`src/rtl/intx_status_pkg.sv`:
```
// Shared constants and types for the legacy interrupt status controller.
// Assumes a byte-addressed 12-bit register space with word-aligned slots.
package intx_status_pkg;

    localparam int PKG_ADDR_W = 12;

    // Register slot offsets; software depends on these exact values
    localparam logic [PKG_ADDR_W-1:0] OFS_PULSE_STAT = 12'h000;
    localparam logic [PKG_ADDR_W-1:0] OFS_LEVEL_STAT = 12'h004;
    localparam logic [PKG_ADDR_W-1:0] OFS_SPEC_STAT  = 12'h008;
    localparam logic [PKG_ADDR_W-1:0] OFS_PULSE_EN   = 12'h00C;
    localparam logic [PKG_ADDR_W-1:0] OFS_LEVEL_EN   = 12'h010;
    localparam logic [PKG_ADDR_W-1:0] OFS_SPEC_EN    = 12'h014;

    // Decoded register slot
    typedef enum logic [2:0] {
        SEL_NONE,
        SEL_PSTAT,
        SEL_LSTAT,
        SEL_SSTAT,
        SEL_PEN,
        SEL_LEN,
        SEL_SEN
    } reg_sel_e;

endpackage

```
`src/rtl/intx_addr_decode.sv`:
```
// Address decoder: maps a byte address onto one register slot.
// Assumes exact-match decoding; misaligned or unlisted addresses give SEL_NONE.
module intx_addr_decode
    import intx_status_pkg::*;
#(
    parameter int ADDR_W = 12
) (
    input  logic [ADDR_W-1:0] addr,
    output reg_sel_e          sel
);

    // Compare the full address against every slot offset
    always_comb begin
        sel = SEL_NONE;
        if      (addr == ADDR_W'(OFS_PULSE_STAT)) sel = SEL_PSTAT;
        else if (addr == ADDR_W'(OFS_LEVEL_STAT)) sel = SEL_LSTAT;
        else if (addr == ADDR_W'(OFS_SPEC_STAT))  sel = SEL_SSTAT;
        else if (addr == ADDR_W'(OFS_PULSE_EN))   sel = SEL_PEN;
        else if (addr == ADDR_W'(OFS_LEVEL_EN))   sel = SEL_LEN;
        else if (addr == ADDR_W'(OFS_SPEC_EN))    sel = SEL_SEN;
    end

endmodule

```
`src/rtl/intx_pulse_status.sv`:
```
// Sticky pulse status bits with write-one-to-clear.
// Assumes events are one-cycle strobes; a set and a clear on the same
// edge leave the bit set.
module intx_pulse_status #(
    parameter int NUM_SRC = 4
) (
    input  logic               clk,
    input  logic               rst_n,
    input  logic [NUM_SRC-1:0] evt,
    input  logic               clr_we,
    input  logic [NUM_SRC-1:0] clr_bits,
    output logic [NUM_SRC-1:0] stat
);

    for (genvar i = 0; i < NUM_SRC; i++) begin : g_bit
        logic bit_q;

        // Hold, set on event, clear on written one; set has priority
        always_ff @(posedge clk) begin
            if (!rst_n)
                bit_q <= 1'b0;
            else if (evt[i])
                bit_q <= 1'b1;
            else if (clr_we && clr_bits[i])
                bit_q <= 1'b0;
        end

        assign stat[i] = bit_q;
    end

endmodule

```
`src/rtl/intx_enable_reg.sv`:
```
// Plain read/write enable register of parameterised width.
// Assumes the caller has already picked out the implemented data bits.
module intx_enable_reg #(
    parameter int WIDTH = 4
) (
    input  logic             clk,
    input  logic             rst_n,
    input  logic             we,
    input  logic [WIDTH-1:0] d,
    output logic [WIDTH-1:0] q
);

    // Load on write strobe, clear on reset
    always_ff @(posedge clk) begin
        if (!rst_n)
            q <= '0;
        else if (we)
            q <= d;
    end

endmodule

```
`src/rtl/intx_status_ctrl.sv`:
```
// Legacy interrupt status controller top.
// Sticky INTx pulse status on even bits, a sampled MSI level status bit,
// separate enables, and two interrupt outputs.
// Assumes writes are single-cycle strobes and reads are side-effect free.
module intx_status_ctrl
    import intx_status_pkg::*;
#(
    parameter int ADDR_W   = 12,
    parameter int DATA_W   = 32,
    parameter int NUM_INTX = 4,
    parameter int MSI_BIT  = 2
) (
    input  logic              clk,
    input  logic              rst_n,
    input  logic [ADDR_W-1:0] reg_addr,
    input  logic              reg_wen,
    input  logic [DATA_W-1:0] reg_wdata,
    output logic [DATA_W-1:0] reg_rdata,
    input  logic [NUM_INTX-1:0] intx_evt,
    input  logic              msi_level,
    output logic              irq_intx,
    output logic              irq_msi
);

    localparam int LANE_SPAN = 2 * NUM_INTX;

    if (LANE_SPAN > DATA_W || MSI_BIT >= DATA_W) begin : g_bad_cfg
        initial $error("intx_status_ctrl: source bits do not fit in data word");
    end

    reg_sel_e            sel;
    logic [NUM_INTX-1:0] wd_even;
    logic [NUM_INTX-1:0] pstat_q;
    logic [NUM_INTX-1:0] pen_q;
    logic                lstat_q;
    logic                len_q;
    logic [DATA_W-1:0]   pstat_wide;
    logic [DATA_W-1:0]   pen_wide;
    logic                unused_wdata;

    assign unused_wdata = ^reg_wdata;

    intx_addr_decode #(.ADDR_W(ADDR_W)) u_dec (
        .addr (reg_addr),
        .sel  (sel)
    );

    // Gather even data bits into compact source order and spread back for reads
    always_comb begin
        pstat_wide = '0;
        pen_wide   = '0;
        for (int i = 0; i < NUM_INTX; i++) begin
            wd_even[i]       = reg_wdata[2*i];
            pstat_wide[2*i]  = pstat_q[i];
            pen_wide[2*i]    = pen_q[i];
        end
    end

    intx_pulse_status #(.NUM_SRC(NUM_INTX)) u_pstat (
        .clk      (clk),
        .rst_n    (rst_n),
        .evt      (intx_evt),
        .clr_we   (reg_wen && sel == SEL_PSTAT),
        .clr_bits (wd_even),
        .stat     (pstat_q)
    );

    intx_enable_reg #(.WIDTH(NUM_INTX)) u_pen (
        .clk   (clk),
        .rst_n (rst_n),
        .we    (reg_wen && sel == SEL_PEN),
        .d     (wd_even),
        .q     (pen_q)
    );

    intx_enable_reg #(.WIDTH(1)) u_len (
        .clk   (clk),
        .rst_n (rst_n),
        .we    (reg_wen && sel == SEL_LEN),
        .d     (reg_wdata[MSI_BIT]),
        .q     (len_q)
    );

    // Sample the MSI pending level once per clock
    always_ff @(posedge clk) begin
        if (!rst_n)
            lstat_q <= 1'b0;
        else
            lstat_q <= msi_level;
    end

    // Read multiplexer; reserved and unmapped slots return zero
    always_comb begin
        reg_rdata = '0;
        case (sel)
            SEL_PSTAT: reg_rdata = pstat_wide;
            SEL_LSTAT: reg_rdata[MSI_BIT] = lstat_q;
            SEL_PEN:   reg_rdata = pen_wide;
            SEL_LEN:   reg_rdata[MSI_BIT] = len_q;
            default:   reg_rdata = '0;
        endcase
    end

    // Interrupt outputs from masked status
    assign irq_intx = |(pstat_q & pen_q);
    assign irq_msi  = lstat_q & len_q;

endmodule

```
`config.mk`:
```
export PLATFORM = sky130hd
export DESIGN_NAME = intx_status_ctrl
export DESIGN_NICKNAME = d
export VERILOG_FILES = /design/src/rtl/intx_status_pkg.sv /design/src/rtl/intx_addr_decode.sv /design/src/rtl/intx_pulse_status.sv /design/src/rtl/intx_enable_reg.sv /design/src/rtl/intx_status_ctrl.sv
export SDC_FILE = /design/constraint.sdc
export NUM_CORES = 1
export LEC_CHECK = 0
export BUFFER_PORTS_ARGS = -buffer_cell sky130_fd_sc_hd__buf_2
export CAP_MARGIN = 20
export CORE_MARGIN = 4
export CORE_UTILIZATION = 31
export DETAILED_ROUTE_END_ITERATION = 12
export PLACE_DENSITY_LB_ADDON = 0.12
export SLEW_MARGIN = 20
export SYNTH_ARGS = -nofsm -noshare
export SYNTH_HDL_FRONTEND = slang
export SYNTH_SLANG_ARGS = --single-unit
```
`constraint.sdc`:
```
create_clock -name clk -period 1.65 [get_ports clk]
set_input_delay 0.2475 -clock clk [delete_from_list [all_inputs] [get_ports clk]]
set_output_delay 0.2475 -clock clk [all_outputs]
set_load 0.02 [all_outputs]
```
== Word-level counts from Yosys, hierarchy flattened ==
Index checks and enable logic that the tools add are counted.
Storage, ports and cells
  memory bits (read-only): 0
  memories kept: 0
  bits in registers: 10
  bits in writable memories: 0
  bits in latches: 0
Cells by class
  magnitude comparators: 0
  add/sub/neg operators: 0
  bitwise operators: 2
  multipliers: 0
  divide/modulo/power cells: 0
  reductions and logical operators: 13
  muxes and demuxes: 17
  eq/ne operators: 9
  shift-type cells: 0
Operators by type and width (number)
  == test 12 x 4 -> 1 bit (second input constant): 2
  == test 12 x 5 -> 1 bit (second input constant): 2
  2-to-1 mux 3 bit: 6
  == test 12 x 3 -> 1 bit (second input constant): 1
  zero test 12 bit: 1
  2-to-1 mux 1 bit: 8
  one-hot mux 4 bit (2 select lines): 1
  nonzero test 2 bit: 4
  logical AND 1 bit: 7
  == test 3 bit (second input constant): 2
  AND 4 bit: 1
  one-hot mux 1 bit (4 select lines): 1
  OR reduction 4 bit: 1
  == test 3 x 1 -> 1 bit (second input constant): 1
  == test 3 x 2 -> 1 bit (second input constant): 1
  one-hot mux 1 bit (2 select lines): 1
  AND 1 bit: 1

== Logic depth before layout (Yosys ltp) ==
Gate-level depths: netlist (run 1).
  depth after elaboration: 12
  depth in mapped cells: 4
  mapped depth without buffers: 3

== Cells and area by module ==
Synthesis (run 1) repeated with hierarchy kept, for this count alone.
Unflattened totals
  cells, all modules: 101
  area, all modules: 875.8 sq um
By module, submodules not included
  intx_status_ctrl: cells an instance 54, area each 410.4 sq um, times used 1
  intx_pulse_status: cells an instance 20, area each 170.2 sq um, times used 1
  intx_enable_reg (u_pen): cells an instance 13, area each 156.4 sq um, times used 1
  intx_addr_decode: cells an instance 11, area each 102.6 sq um, times used 1
  intx_enable_reg (u_len): cells an instance 3, area each 36.3 sq um, times used 1

== Worst setup path before layout (run 1) ==
OpenSTA, ideal clock, no wires.
  path kind: input to output
  start: in reg_addr[9]
  end: out reg_rdata[0]
  stages: 3
  path slack: 0.343 ns
  arrival time: 1.059 ns
  buffers on the path: 0
  data required time: 1.402 ns
  cells stage by stage: nor4_4 > nand4b_1 > nor2_1
Between the ends
  word-level cells in the longest chain between the ends: 9
Ends and longest elaborated chain
  start: declaration: line intx_status_ctrl.sv:15  | input logic [ADDR_W-1:0] reg_addr,
  == test 12 x 5 -> 1 bit: line intx_addr_decode.sv:20  | else if (addr == ADDR_W'(OFS_SPEC_EN)) sel = SEL_SEN;
  2-to-1 mux 3 bit: line intx_addr_decode.sv:20
  2-to-1 mux 3 bit: line intx_addr_decode.sv:19  | else if (addr == ADDR_W'(OFS_LEVEL_EN)) sel = SEL_LEN;
  2-to-1 mux 3 bit: line intx_addr_decode.sv:18  | else if (addr == ADDR_W'(OFS_PULSE_EN)) sel = SEL_PEN;
  2-to-1 mux 3 bit: line intx_addr_decode.sv:17  | else if (addr == ADDR_W'(OFS_SPEC_STAT)) sel = SEL_SSTAT;
  2-to-1 mux 3 bit: line intx_addr_decode.sv:16  | else if (addr == ADDR_W'(OFS_LEVEL_STAT)) sel = SEL_LSTAT;
  2-to-1 mux 3 bit *: line intx_addr_decode.sv:15  | if (addr == ADDR_W'(OFS_PULSE_STAT)) sel = SEL_PSTAT;
  == test 3 bit / == test 3 x 1 -> 1 bit (equally long branches): line intx_status_ctrl.sv:95  | case (sel)
  one-hot mux 1 bit (2 select lines) *: line intx_status_ctrl.sv:95
  end: declaration: line intx_status_ctrl.sv:18  | output logic [DATA_W-1:0] reg_rdata,
Mark *: on every way between the ends. The rest lies on a longest branch, timed or not.

== Worst setup path in the final report (run 1) ==
Ends and elaborated chain as after synthesis.

==> results of run 1 <==
## worst max-delay path, cell delays in order
cell and delay (ps):
sky130_fd_sc_hd__buf_2 110, sky130_fd_sc_hd__nor4_4 350, sky130_fd_sc_hd__nand4b_1 210, sky130_fd_sc_hd__nor2_1 170, sky130_fd_sc_hd__buf_2 180
## registers in the layout (all words and copies together), names as in the netlist
signal and count:
u_pen.q 4, lstat_q 1, u_len.q 1, u_pstat.g_bit.bit_q 4
## metrics by stage
stage                     worst slack, ps  instances
after floorplan                     343.2        123
after global placement              154.1        152
after detailed placement            118.5        152
after CTS                           117.6        155
after global routing                50.43        155
final                               129.6        155
## logic make-up after synthesis
group,Yosys count
mux,7
flops,10
simple gates,29
buf+inv,35
compound gates,14
other cells,1
## worst paths after layout
| check | start | endpoint | slack [ps] | cells after the start |
|---|---|---|---|---|
| setup / recovery | reg_addr[9] | reg_rdata[0] | 130 | 5 |
| setup reg to reg | u_pstat.g_bit[3].bit_q | u_pstat.g_bit[3].bit_q | 970 | 2 |
| hold reg to reg | u_len.q | u_len.q | 470 | 2 |
| hold / removal | reg_wdata[4] | u_pstat.g_bit[2].bit_q | 180 | 2 |
## report_power, final
part | switching, mW | internal, mW | total [mW]
sequential | 0.00617 | 0.250 | 0.256
clock | 0.0766 | 0.0840 | 0.161
combinational | 0.0917 | 0.0355 | 0.127
## layout by cell type, fill, tap and decap left out
cell type                  count
sky130_fd_sc_hd__a22oi_1       5
sky130_fd_sc_hd__a31oi_1       4
sky130_fd_sc_hd__a32oi_1       1
sky130_fd_sc_hd__and2_1        3
sky130_fd_sc_hd__and4_1        1
sky130_fd_sc_hd__and4_2        1
sky130_fd_sc_hd__and4b_1       1
sky130_fd_sc_hd__buf_2        29
sky130_fd_sc_hd__clkbuf_4      3
sky130_fd_sc_hd__conb_1       28
sky130_fd_sc_hd__dfxtp_1      10
sky130_fd_sc_hd__inv_1         5
sky130_fd_sc_hd__mux2_2        2
sky130_fd_sc_hd__mux2i_1       5
sky130_fd_sc_hd__nand2_1      10
sky130_fd_sc_hd__nand3_1       1
sky130_fd_sc_hd__nand4_1       1
sky130_fd_sc_hd__nand4b_1      1
sky130_fd_sc_hd__nor2_1        6
sky130_fd_sc_hd__nor3_2        1
sky130_fd_sc_hd__nor4_4        1
sky130_fd_sc_hd__nor4b_1       1
sky130_fd_sc_hd__nor4bb_1      1
sky130_fd_sc_hd__o21ai_0       4
## area by class of cell
class,instances,share of cell area (%)
Sequential cell,10,22.99
Multi-Input combinational cell,78,51.29
Tap cell,30,4.310
Inverter,5,2.155
Clock buffer,3,2.586
Timing Repair Buffer,29,16.67
## routing by layer
layer	share of wire, %	track usage (%)	vias to the layer above
li1	-	-	338
met1	37	10.07	291
met2	55	18.34	22
met3	6.8	2.193	2
met4	0.73	5.960	0
met5	0	0	-
==> results list, run 1 <==
- Counting the fill cells in the layout gives 288.
- Global-route total usage across every layer: 9.941%
- Entering global routing, the biggest net connects 15 pins.
- Wire length of the first global-routing pass: 2.615 mm
* Die Height: 58.47 um
- Most area-consuming cells after synthesis: sky130_fd_sc_hd__buf_4 27%, sky130_fd_sc_hd__dfxtp_1 25%, sky130_fd_sc_hd__mux2i_1 6.3%
- Hold Crit Class: in2reg
* Endpoint kind of the worst setup timing path: primary output
- Combined area of the multi-input logic cells: 446.7 um2
* Initial Utilization: 32.16%
- After Yosys synthesis, and, or, nand and nor cells account for 22.50% of the synthesized area.
- Number of enable flip-flop cells after synthesis: 0
* Syn-to-layout area delta: 10.30%
- Number of CTS-inserted buffers: 3
- The tool flagged a number of max-cap violations equal to 0.
- Counting every sink on the clock net gives 10.
* CTS root buf: sky130_fd_sc_hd__clkbuf_4
- Setup repair after global routing left no endpoint under its margin.
- Clock transition time at the flip-flop clock pins of the worst setup and hold paths: 60 ps
* Starting DRT DRC Count: 8
- Most frequent cells after synthesis: 28 x sky130_fd_sc_hd__buf_4, 10 x sky130_fd_sc_hd__dfxtp_1, 10 x sky130_fd_sc_hd__nand2_1
- Fin Setup TNS: 0 ps
* Number of I/O pins: 86
- Number of detailed-routing iterations run before antenna repair: 4
* Adder-cell share of the synthesized area: 0%
- Of the total synthesized cell area, the portion taken by XOR and XNOR cells is 0%.
- Setup clock skew after layout: 0 ps
- Clock Latency Late Sink: 250 ps
* Status: completed
- Standard cell area after detailed placement: 848.3 um2
- Register bit total from synthesis: 10
- In this run the deepest clock path goes through 2 buffers.
- Fraction of the mapped netlist area in compound gates: 11.57%
- Post-synthesis cell area: 789.5 um2
- Yosys warning total: 0
- Mux cell area share after synthesis: 9.192%
- Period utilization: 92.15%
- At the end of routability-driven placement, the weighted congestion stood at 0.7059.
- Min Hold Slack: 183.6 ps
- Req. time, crit path: 1400 ps
- Design area: 870.8 um2
- H-tree depth reported by CTS: 1
- Registers take 200.2 um2.
- For this design, the CTS-stage hold fixing added 0 buffers.
- The synthesized design spends more area on one cell type than any other, namely sky130_fd_sc_hd__buf_4.
* Worst vdd ir: 374.7 uV
- Synthesis produced a netlist whose cell count is 96.
* Buffers inserted by post-CTS timing repair: 0
* Remaining design rule violation count: 0
- Summed over all cells, the static leakage comes to 0.4352 nW.
- Most frequently used cell type in the post-synthesis netlist: sky130_fd_sc_hd__buf_4
- Cell Pwr Density: 624.3 nW/um2
- Total Power Consumption: 0.5437 mW
- Total of endpoints with negative setup slack in the final report: 0
- Cells fill 35.47% of the core in the end.
- Once detail routing completed, the nets flagged for antenna violations numbered 0.
* Predominant post-synthesis flop cell: sky130_fd_sc_hd__dfxtp_1
* Vias in the first global route: 601
* GRT overflow: 0
* Die extent in x: 58.47 um
* Final worst path period need: 1520 ps
* Arrival time reported for the critical path endpoint: 1270 ps
- Wire length per cell: 10.59 um
* Number of antenna violations at the first check in global routing: 0
* Worst Path Class, Setup: in2out
- Timing would allow up to 0.6577 GHz.
- The number of endpoints with negative hold slack in the final report was 0.
* Count of input and output buffers: 29
- Synth async-reset ratio: 0%
- Placed wire-length estimate: 1.377 mm
- The detailed router placed 653 vias in this run.
- TritonCTS built the clock tree.
- Drt total wl: 1.641 mm
- Core area: 2455 um2
* Die Footprint: 3418 um2
- The net count of the finished layout is 179.
* Post-synthesis area per instance: 8.224 um2
- Once the clock tree was built, the resizer swapped 0 gates to a different size.
- The worst setup path is launched from a primary input.
- Standard-cell row count: 18
- Cells with a size suffix above 1 make up 29.60% of the layout.
- After synthesis, flip-flops and latches occupy 25.36% of the total area.
- Final slew viol count: 0
- Proportion of netlist area held by the largest area contributor: 26.62%
- In this run the worst path has a maximum fanout of 5.
- Number of different library cells in the post-synthesis netlist: 25
- Vias/cell: 4.213
- Inserted Diodes: 0
- Main combinational cell family by area after synthesis: buffers and inverters
No activity file was read; power rests on OpenSTA's default activity.
==> inputs of run 2 (changes only) <==
- CORE_ASPECT_RATIO: default -> 1.5
- SYNTH_HIERARCHICAL: default -> 1
- clock period: 1.65 -> 1.85 ns (I/O delays scaled with it)
==> run 2 against run 1 <==
  * The run now ends with negative setup slack left
  * Die area rose by 9.9%
  * Critical path type unchanged
  * Synthesized cell count rose by 5.2%
  * Core utilization rose by 9.0 points
  * Worst setup slack got worse by 570 ps
  * Largest power group unchanged
  * First-iteration DRC count fell by 63%
  * Sequential share of layout area fell by 6.3 points
  * Count of clock-buffer cells in the layout did not move
==> results list, run 2 <==
- Number of I/O pins: 86 (unchanged)
- The post-synthesis register bit count came to 10 (unchanged).
* Die Height: 73.10 um (+25%)
- Remaining design rule violation count: 0 (unchanged)
- Most frequently used cell type in the post-synthesis netlist: sky130_fd_sc_hd__buf_4
* Die Footprint: 3757 um2 (+9.9%)
- Type of element launching the critical path: primary input
* Vias/cell: 4.243 (+0.71%)
* Die extent in x: 51.40 um (-12%)
- The register clock-pin slew on the reported worst setup and hold paths is 40 ps (-20 ps).
* Global placer's final weighted congestion: 0.6851 (-2.9%)
- The global-route wire length before repair was 3.187 mm (+22%).
- The async set-reset flop share out of synthesis was 0% (unchanged).
- The relative contribution of combinational cells to total power was 21.0% (-2.4 points).
* Vias in the first global route: 760 (+26%)
* Post-synthesis cell area: 875.8 um2 (+11%)
- Total of endpoints with negative setup slack in the final report: 12 (+12)
- The number of endpoints with negative hold slack in the final report came to 0 (unchanged).
- Number of nets in the finished design: 194 (+8.4%)
* Placed wire-length estimate: 1.605 mm (+17%)
- The effective utilization at floorplan is 32.38% (+0.22 points).
- The final worst hold slack was 245.3 ps (+61.64 ps).
- Core area: 2705 um2 (+10%)
* Predominant post-synthesis flop cell: sky130_fd_sc_hd__dfxtp_1
- The share of the synthesized area in the top cell type is 27.43% (+0.80 points).
* Standard-cell row count: 23 (+5)
* Fraction of layout instances using a drive strength above 1: 43.57% (+14 points)
- Number of antenna violations at the first check in global routing: 0 (unchanged)
- Clock tree from TritonCTS: yes
- Psw: 0.1597 mW (-8.5%)
- The final reports fail on negative setup slack.
- The number of clock buffers inserted by TritonCTS was 3 (unchanged).
- Switching power share of the total: 28.36% (-3.7 points)
- Yosys warning total: 6 (+6)
- Clock Latency Late Sink: 230 ps (-20 ps)
* Post-synthesis area per instance: 8.672 um2 (+5.4%)
- The fraction of power consumed by sequential logic is 40.8% (-6.3 points).
* Inserted Diodes: 0 (unchanged)
- Cell Pwr Density: 468.4 nW/um2 (-25%)
- GRT overflow: 0 (unchanged)
- Final worst path period need: 2287 ps
- Post-route setup slack: -437.0 ps (-566.6 ps)
- The arrival time of the worst setup path is 2010 ps (+740 ps).
* Post-detailed-route count of antenna-violating nets: 0 (unchanged)
- The leakage power of the design was 0.5308 nW (+22%).
- The worst setup path is of the in2out kind.
* Clock Path Buffers: 2 (unchanged)
- Final slew viol count: 0 (unchanged)
- Biggest registers after layout: u_pen/q x4, u_pstat/g_bit.bit_q x4
- The cell sitting at the root of the clock tree is a sky130_fd_sc_hd__clkbuf_8.
- The flow ran to the end, but the final reports show violations.
* Drt total wl: 1.915 mm (+17%)
- The part of the total power dissipated in the clock network was 38.2% (+8.7 points).
- The synthesized design spends more area on one cell type than any other, namely sky130_fd_sc_hd__buf_4.
* Most common library cell in the layout ignoring fill and taps: sky130_fd_sc_hd__conb_1
- Number of different library cells in the post-synthesis netlist: 28 (+12%)
- The maximum fanout count along the critical path is 4 (-1).
- The count of max-cap constraint violations was 0 (unchanged).
- Gate count after technology mapping: 101 (+5.2%)
* Starting DRT DRC Count: 3 (-5)
- The count of vias placed by the detailed router is 751 (+15%).
* Most frequent cells after synthesis: 32 x sky130_fd_sc_hd__buf_4, 10 x sky130_fd_sc_hd__dfxtp_1, 7 x sky130_fd_sc_hd__nand3b_1
- P_int: 0.4035 mW (+9.3%)
- Number of enable flip-flop cells after synthesis: 0 (unchanged)
* Total Power Consumption: 0.5632 mW (+3.6%)
- The total track usage is 11.10% (+1.2 points).
- The worst hold path belongs to the class in2reg.
* Wire length per cell: 10.82 um (+2.2%)
* Commonest cells after routing, fill and taps aside: 28 x sky130_fd_sc_hd__conb_1, 24 x sky130_fd_sc_hd__buf_2, 13 x sky130_fd_sc_hd__buf_4, 10 x sky130_fd_sc_hd__dfxtp_1, 7 x sky130_fd_sc_hd__nand3b_1
- The count of buffers from port buffering was 29 (unchanged).
* CTS sink count: 10 (unchanged)
* Req. time, crit path: 1570 ps (+170 ps)
- Peak clock frequency supported by timing: 0.4373 GHz
- Largest net degree at the start of global routing: 11 (-4)
- The worst path uses 123.6% of the clock period.
- Syn-to-layout area delta: 37.29%
* Fin Setup TNS: -2411 ps (-2411 ps)
- Setup clock skew after layout: 0 ps (unchanged)
- Portion of the post-synthesis area used by sequential elements: 22.86% (-2.5 points)
* Unrepaired setup endpoints after global routing: true
- The first-pass iteration count of the detailed router is 2 (-2).
* H-tree depth reported by CTS: 1 (unchanged)
- Most area-consuming cells after synthesis: sky130_fd_sc_hd__buf_4 27%, sky130_fd_sc_hd__dfxtp_1 23%, sky130_fd_sc_hd__nand3b_1 6.0%
- Worst vdd ir: 412.9 uV (+10%)
- STA classifies the critical path endpoint as a primary output.
==> run 2: path summary, 6_finish.rpt <==
path / from / end / slack [ps] / depth (start not counted)
hold reg to reg: u_len/q / u_len/q / 530 / 2
setup / recovery: reg_addr[10] / reg_rdata[2] / -440 / 7
hold / removal: msi_level / lstat_q / 250 / 2
setup reg to reg: u_pstat/g_bit[2].bit_q / u_pstat/g_bit[2].bit_q / 1200 / 2
==> run 2: power by group through the flow <==
stage	Combinational, mW	Clock (mW)	Sequential [mW]
after floorplan	0.128	0	0.230
after global routing	0.129	0.241	0.230
after CTS	0.115	0.226	0.230
after detailed placement	0.110	0	0.234
final	0.118	0.215	0.230
after global placement	0.109	0	0.233
==> run 2: routing by layer <==
layer,wire (um),track usage [%],vias up
met4,36,6.122,0
met5,0,0,-
met1,636,9.975,344
met3,137,1.636,4
li1,-,-,374
met2,1105,22.38,29
==> run 2: logic make-up after synthesis <==
kind of cell / after synthesis / synth area share [%]
buffers and inverters: 40 / 31.86
and+or+nand+nor: 27 / 24.14
AOI/OAI and AO/OA: 17 / 13.71
DFF: 10 / 22.86
muxes: 6 / 7.000
other: 1 / 0.4282
==> run 2: per-stage QoR <==
| step | instance area (um2) | util (%) | setup WS (ps) | instances |
|---|---|---|---|---|
| floorplan | 1028 | - | -300.6 | 128 |
| global placement | 1026 | 37.93 | -488.1 | 168 |
| detailed placement | 1026 | 37.93 | -503.4 | 168 |
| CTS | 1176 | 43.48 | -469.9 | 176 |
| global route | 1202 | 44.45 | -519.9 | 177 |
| finish | 1202 | 44.45 | -437.0 | 177 |
==> run 2: repair_timing <==
item / 4_1_cts / 5_1_grt
pin swaps: 6 / 4
resized for setup: 14 / 5
hold buffers: 0 / 0
buffers inserted: 5 / 2
endpoints found under the setup margin: 12 / 13
==> run 2: worst max-delay path, stage by stage <==
cell	delay [ps]
sky130_fd_sc_hd__buf_6	90
sky130_fd_sc_hd__or4_4	570
sky130_fd_sc_hd__buf_4	170
sky130_fd_sc_hd__a2111oi_4	290
sky130_fd_sc_hd__inv_1	110
sky130_fd_sc_hd__a311o_1	370
sky130_fd_sc_hd__buf_6	140
==> run 2: final cells by class <==
class	instances	area [um2]
Clock buffer	3	41.29
Inverter	5	18.77
Tap cell	37	46.29
Fill cell	305	1503
Timing Repair Buffer	44	300.3
Multi-Input combinational cell	78	595.6
Sequential cell	10	200.2
==> inputs of run 3 (changes only) <==
- ABC_AREA: default -> 1
==> run 3 against run 2 <==
  * The flow now finishes without violations
  * Non-clock buffer count fell by 10
  * Combinational power about the same
  * Clock power up 26%
  * Core utilization is 6.0 points lower
  * Total power is 9.4% higher
  * Register-to-register slack improved by 50 ps
  * Hold slack worse by 23 ps
  * Synthesized cell count is 59% higher
  * Flip-flop and latch count unchanged
  * Critical path depth grew 5
  * Count of clock-buffer cells in the layout is 1 higher
  * Area after synthesis up 10%
  * Critical path type unchanged
  * Largest cell class unchanged
==> results list, run 3 <==
* Status: completed
- The number of filler instances in the final layout is 357 (+17%).
* Cell Pwr Density: 544.5 nW/um2 (+16%)
* Vias/cell: 3.866 (-8.9%)
* Wire length per cell: 8.476 um (-22%)
- The clock tree buffer depth is 2 (unchanged).
- The count of max-cap constraint violations came to 0 (unchanged).
- Detail Route met3 WL: 175 um (+28%)
* CTS sink count: 10 (unchanged)
* Peak clock frequency supported by timing: 0.5759 GHz (+32%)
- Among all flip-flop cells after synthesis, the most frequent one is sky130_fd_sc_hd__dfxtp_1.
* Most frequent cells after synthesis: 43 x sky130_fd_sc_hd__nand2_1, 32 x sky130_fd_sc_hd__buf_4, 24 x sky130_fd_sc_hd__inv_1
* Met1 WL: 665 um (+4.6%)
* Hold Fails Final Rpt: 0 (unchanged)
- Utilization after layout: 38.44% (-6.0 points)
- The horizontal die dimension came to 53.52 um (+4.1%).
* Inserted Diodes: 0 (unchanged)
- The total setup violations reported at the end of the flow came to 0 (-12).
- The leakage power of the design came to 0.6742 nW (+27%).
- Routed signal wires occupy layers up through met4.
- The post-route minimum period came to 1736 ps (-550.7 ps).
* Number of CTS-inserted buffers: 3 (unchanged)
- Most frequently used cell type in the post-synthesis netlist: sky130_fd_sc_hd__nand2_1
- The sequential-to-total area share from yosys stat is 20.78% (-2.1 points).
- Post-synthesis cell area: 963.4 um2 (+10%)
* Clock tree from TritonCTS: yes
- Arrival time reported for the critical path endpoint: 1460 ps (-550 ps)
* Die Height: 76.28 um (+4.3%)
* Largest net degree at the start of global routing: 9 (-2)
* GRT overflow: 0 (unchanged)
* Proportion of netlist area held by the largest area contributor: 24.94% (-2.5 points)
- The post-layout net count is 245 (+26%).
* Initial Utilization: 32.74% (+0.36 points)
- The count of buffers from port buffering was 29 (unchanged).
- Fraction of layout instances using a drive strength above 1: 30.21% (-13 points)
- The initial antenna violation count came to 0 (unchanged).
- The number of global-route vias before repair is 826 (+8.7%).
- Yosys warning total: 6 (unchanged)
* Number of detailed-routing iterations run before antenna repair: 3 (+1)
- The top cell types in the final layout, fill and taps aside, are 42 x sky130_fd_sc_hd__nand2_1, 29 x sky130_fd_sc_hd__buf_2, 28 x sky130_fd_sc_hd__conb_1, 24 x sky130_fd_sc_hd__inv_1, 15 x sky130_fd_sc_hd__nor2_1.
- Number of I/O pins: 86 (unchanged)
- Wire length of the first global-routing pass: 3.208 mm (+0.66%)
- The post-detailed-route count of antenna-violating nets is 0 (unchanged).
* Placed wire-length estimate: 1.736 mm (+8.2%)
* CTS root buf: sky130_fd_sc_hd__clkbuf_8
- Setup clock skew after layout: 0 ps (unchanged)
- Global-route total usage across every layer: 10.18% (-0.92 points)
* Number of enable flip-flop cells after synthesis: 0 (unchanged)
- STA classifies the critical path startpoint as a primary input.
- The final worst-path cycle share was 93.85% (-30 points).
- Worst vdd ir: 533.7 uV (+29%)
* Clock Latency Late Sink: 230 ps (about the same)
- The post-synthesis register bit count is 10 (unchanged).
* Starting DRT DRC Count: 14 (+11)
- Global placer's final weighted congestion: 0.7106 (+3.7%)
- Final slew viol count: 0 (unchanged)
- Worst Path Class, Setup: in2out
- The final worst hold slack was 222.0 ps (-23.27 ps).
- Post-synthesis area per instance: 5.984 um2 (-31%)
- Die Footprint: 4082 um2 (+8.6%)
- Clock transition time at the flip-flop clock pins of the worst setup and hold paths: 50 ps (about the same)
- Post-route setup slack: 113.7 ps (+550.7 ps)
- Drt total wl: 1.958 mm (+2.2%)
* Detailed-route via count: 893 (+19%)
- The worst setup path is captured at a primary output.
- The largest registers in the layout are u_pen/q x4, u_pstat/g_bit.bit_q x4.
- The core area is 2943 um2 (+8.8%).
- The library cell used most frequently in the layout, excluding fill and tap cells, is sky130_fd_sc_hd__nand2_1.
- Routed length on met2: 1.073 mm (-2.9%)
- The total number of H-tree levels came to 1 (unchanged).
- Most area-consuming cells after synthesis: sky130_fd_sc_hd__buf_4 25%, sky130_fd_sc_hd__dfxtp_1 21%, sky130_fd_sc_hd__nand2_1 17%
* Synth async-reset ratio: 0% (unchanged)
- Number of different library cells in the post-synthesis netlist: 17 (-39%)
* Remaining design rule violation count: 0 (unchanged)
* Hold Crit Class: in2reg
* Biggest area consumer among synthesized cells: sky130_fd_sc_hd__buf_4
* Standard-cell row count: 24 (+4.3%)
- The synthesized netlist cell count was 161 (+59%).
- Req. time, crit path: 1570 ps (about the same)
- Relative to the synthesized area, the layout overhead comes to 17.40%.
- Maximum fanout count along the critical path: 4 (unchanged)
* Worst Setup Slack post-DPL: 36.60 ps (+540.0 ps)
[run 3: worst paths after layout]
check	end	slack, ps	start	cells after the start
max reg2reg	u_pstat/g_bit[1].bit_q	1250	u_pstat/g_bit[1].bit_q	2
min reg2reg	u_pstat/g_bit[3].bit_q	480	u_pstat/g_bit[3].bit_q	2
max	reg_rdata[0]	110	reg_addr[11]	12
min	lstat_q	220	msi_level	3
[run 3: cell families (layout without fill, tap and decap cells)]
group	Yosys count	count (layout)	share of synthesized area [%]
AO/OA/AOI/OAI	5	5	2.986
buffers and inverters	60	64	37.40
flip-flops	10	10	20.78
other	1	28	0.3892
AND/OR/NAND/NOR	85	85	38.44
[run 3: cell type report]
type | count | area (um2) | area share [%]
Clock buffer | 4 | 55.05 | 4.867
Inverter | 26 | 97.59 | 8.628
Multi-Input combinational cell | 118 | 546.8 | 48.34
Sequential cell | 10 | 200.2 | 17.70
Tap cell | 39 | 48.80 | 4.314
Timing Repair Buffer | 34 | 182.7 | 16.15
[run 3: timing repair]
action,4_1_cts,5_1_grt
endpoints found under the setup margin,0,4
setup buffers,0,3
gates resized for setup,0,10
hold buffers,0,0
[run 3: per-stage QoR]
stage | cell area, um2 | setup TNS (ps) | std cells | total power [mW]
floorplan | 1065 | 0 | 188 | 0.3648
global placement | 1011 | 0 | 224 | 0.3448
detailed placement | 1011 | 0 | 224 | 0.3465
CTS | 1066 | 0 | 228 | 0.6220
global route | 1131 | -0.4893 | 231 | 0.6480
finish | 1131 | 0 | 231 | 0.6159
[run 3: power breakdown]
group	switching, mW	internal [mW]
registers	0.00552	0.224
clock network	0.0830	0.187
logic	0.0862	0.0309
[run 3: worst max-delay path, cell delays in order]
cell	delay [ps]
sky130_fd_sc_hd__buf_2	100
sky130_fd_sc_hd__nor2_2	100
sky130_fd_sc_hd__nand2_2	80
sky130_fd_sc_hd__nor2_4	130
sky130_fd_sc_hd__o21ai_1	90
sky130_fd_sc_hd__nand2_2	120
sky130_fd_sc_hd__inv_1	90
sky130_fd_sc_hd__nand3_1	120
sky130_fd_sc_hd__inv_1	80
sky130_fd_sc_hd__nand2_1	60
sky130_fd_sc_hd__nand2_1	50
sky130_fd_sc_hd__buf_2	150
[run 3: routing by layer]
layer / track usage, % / vias to the layer above
li1: - / 481
met1: 8.551 / 371
met2: 19.78 / 36
met3: 1.957 / 5
met4: 6.138 / 0
met5: 0 / -
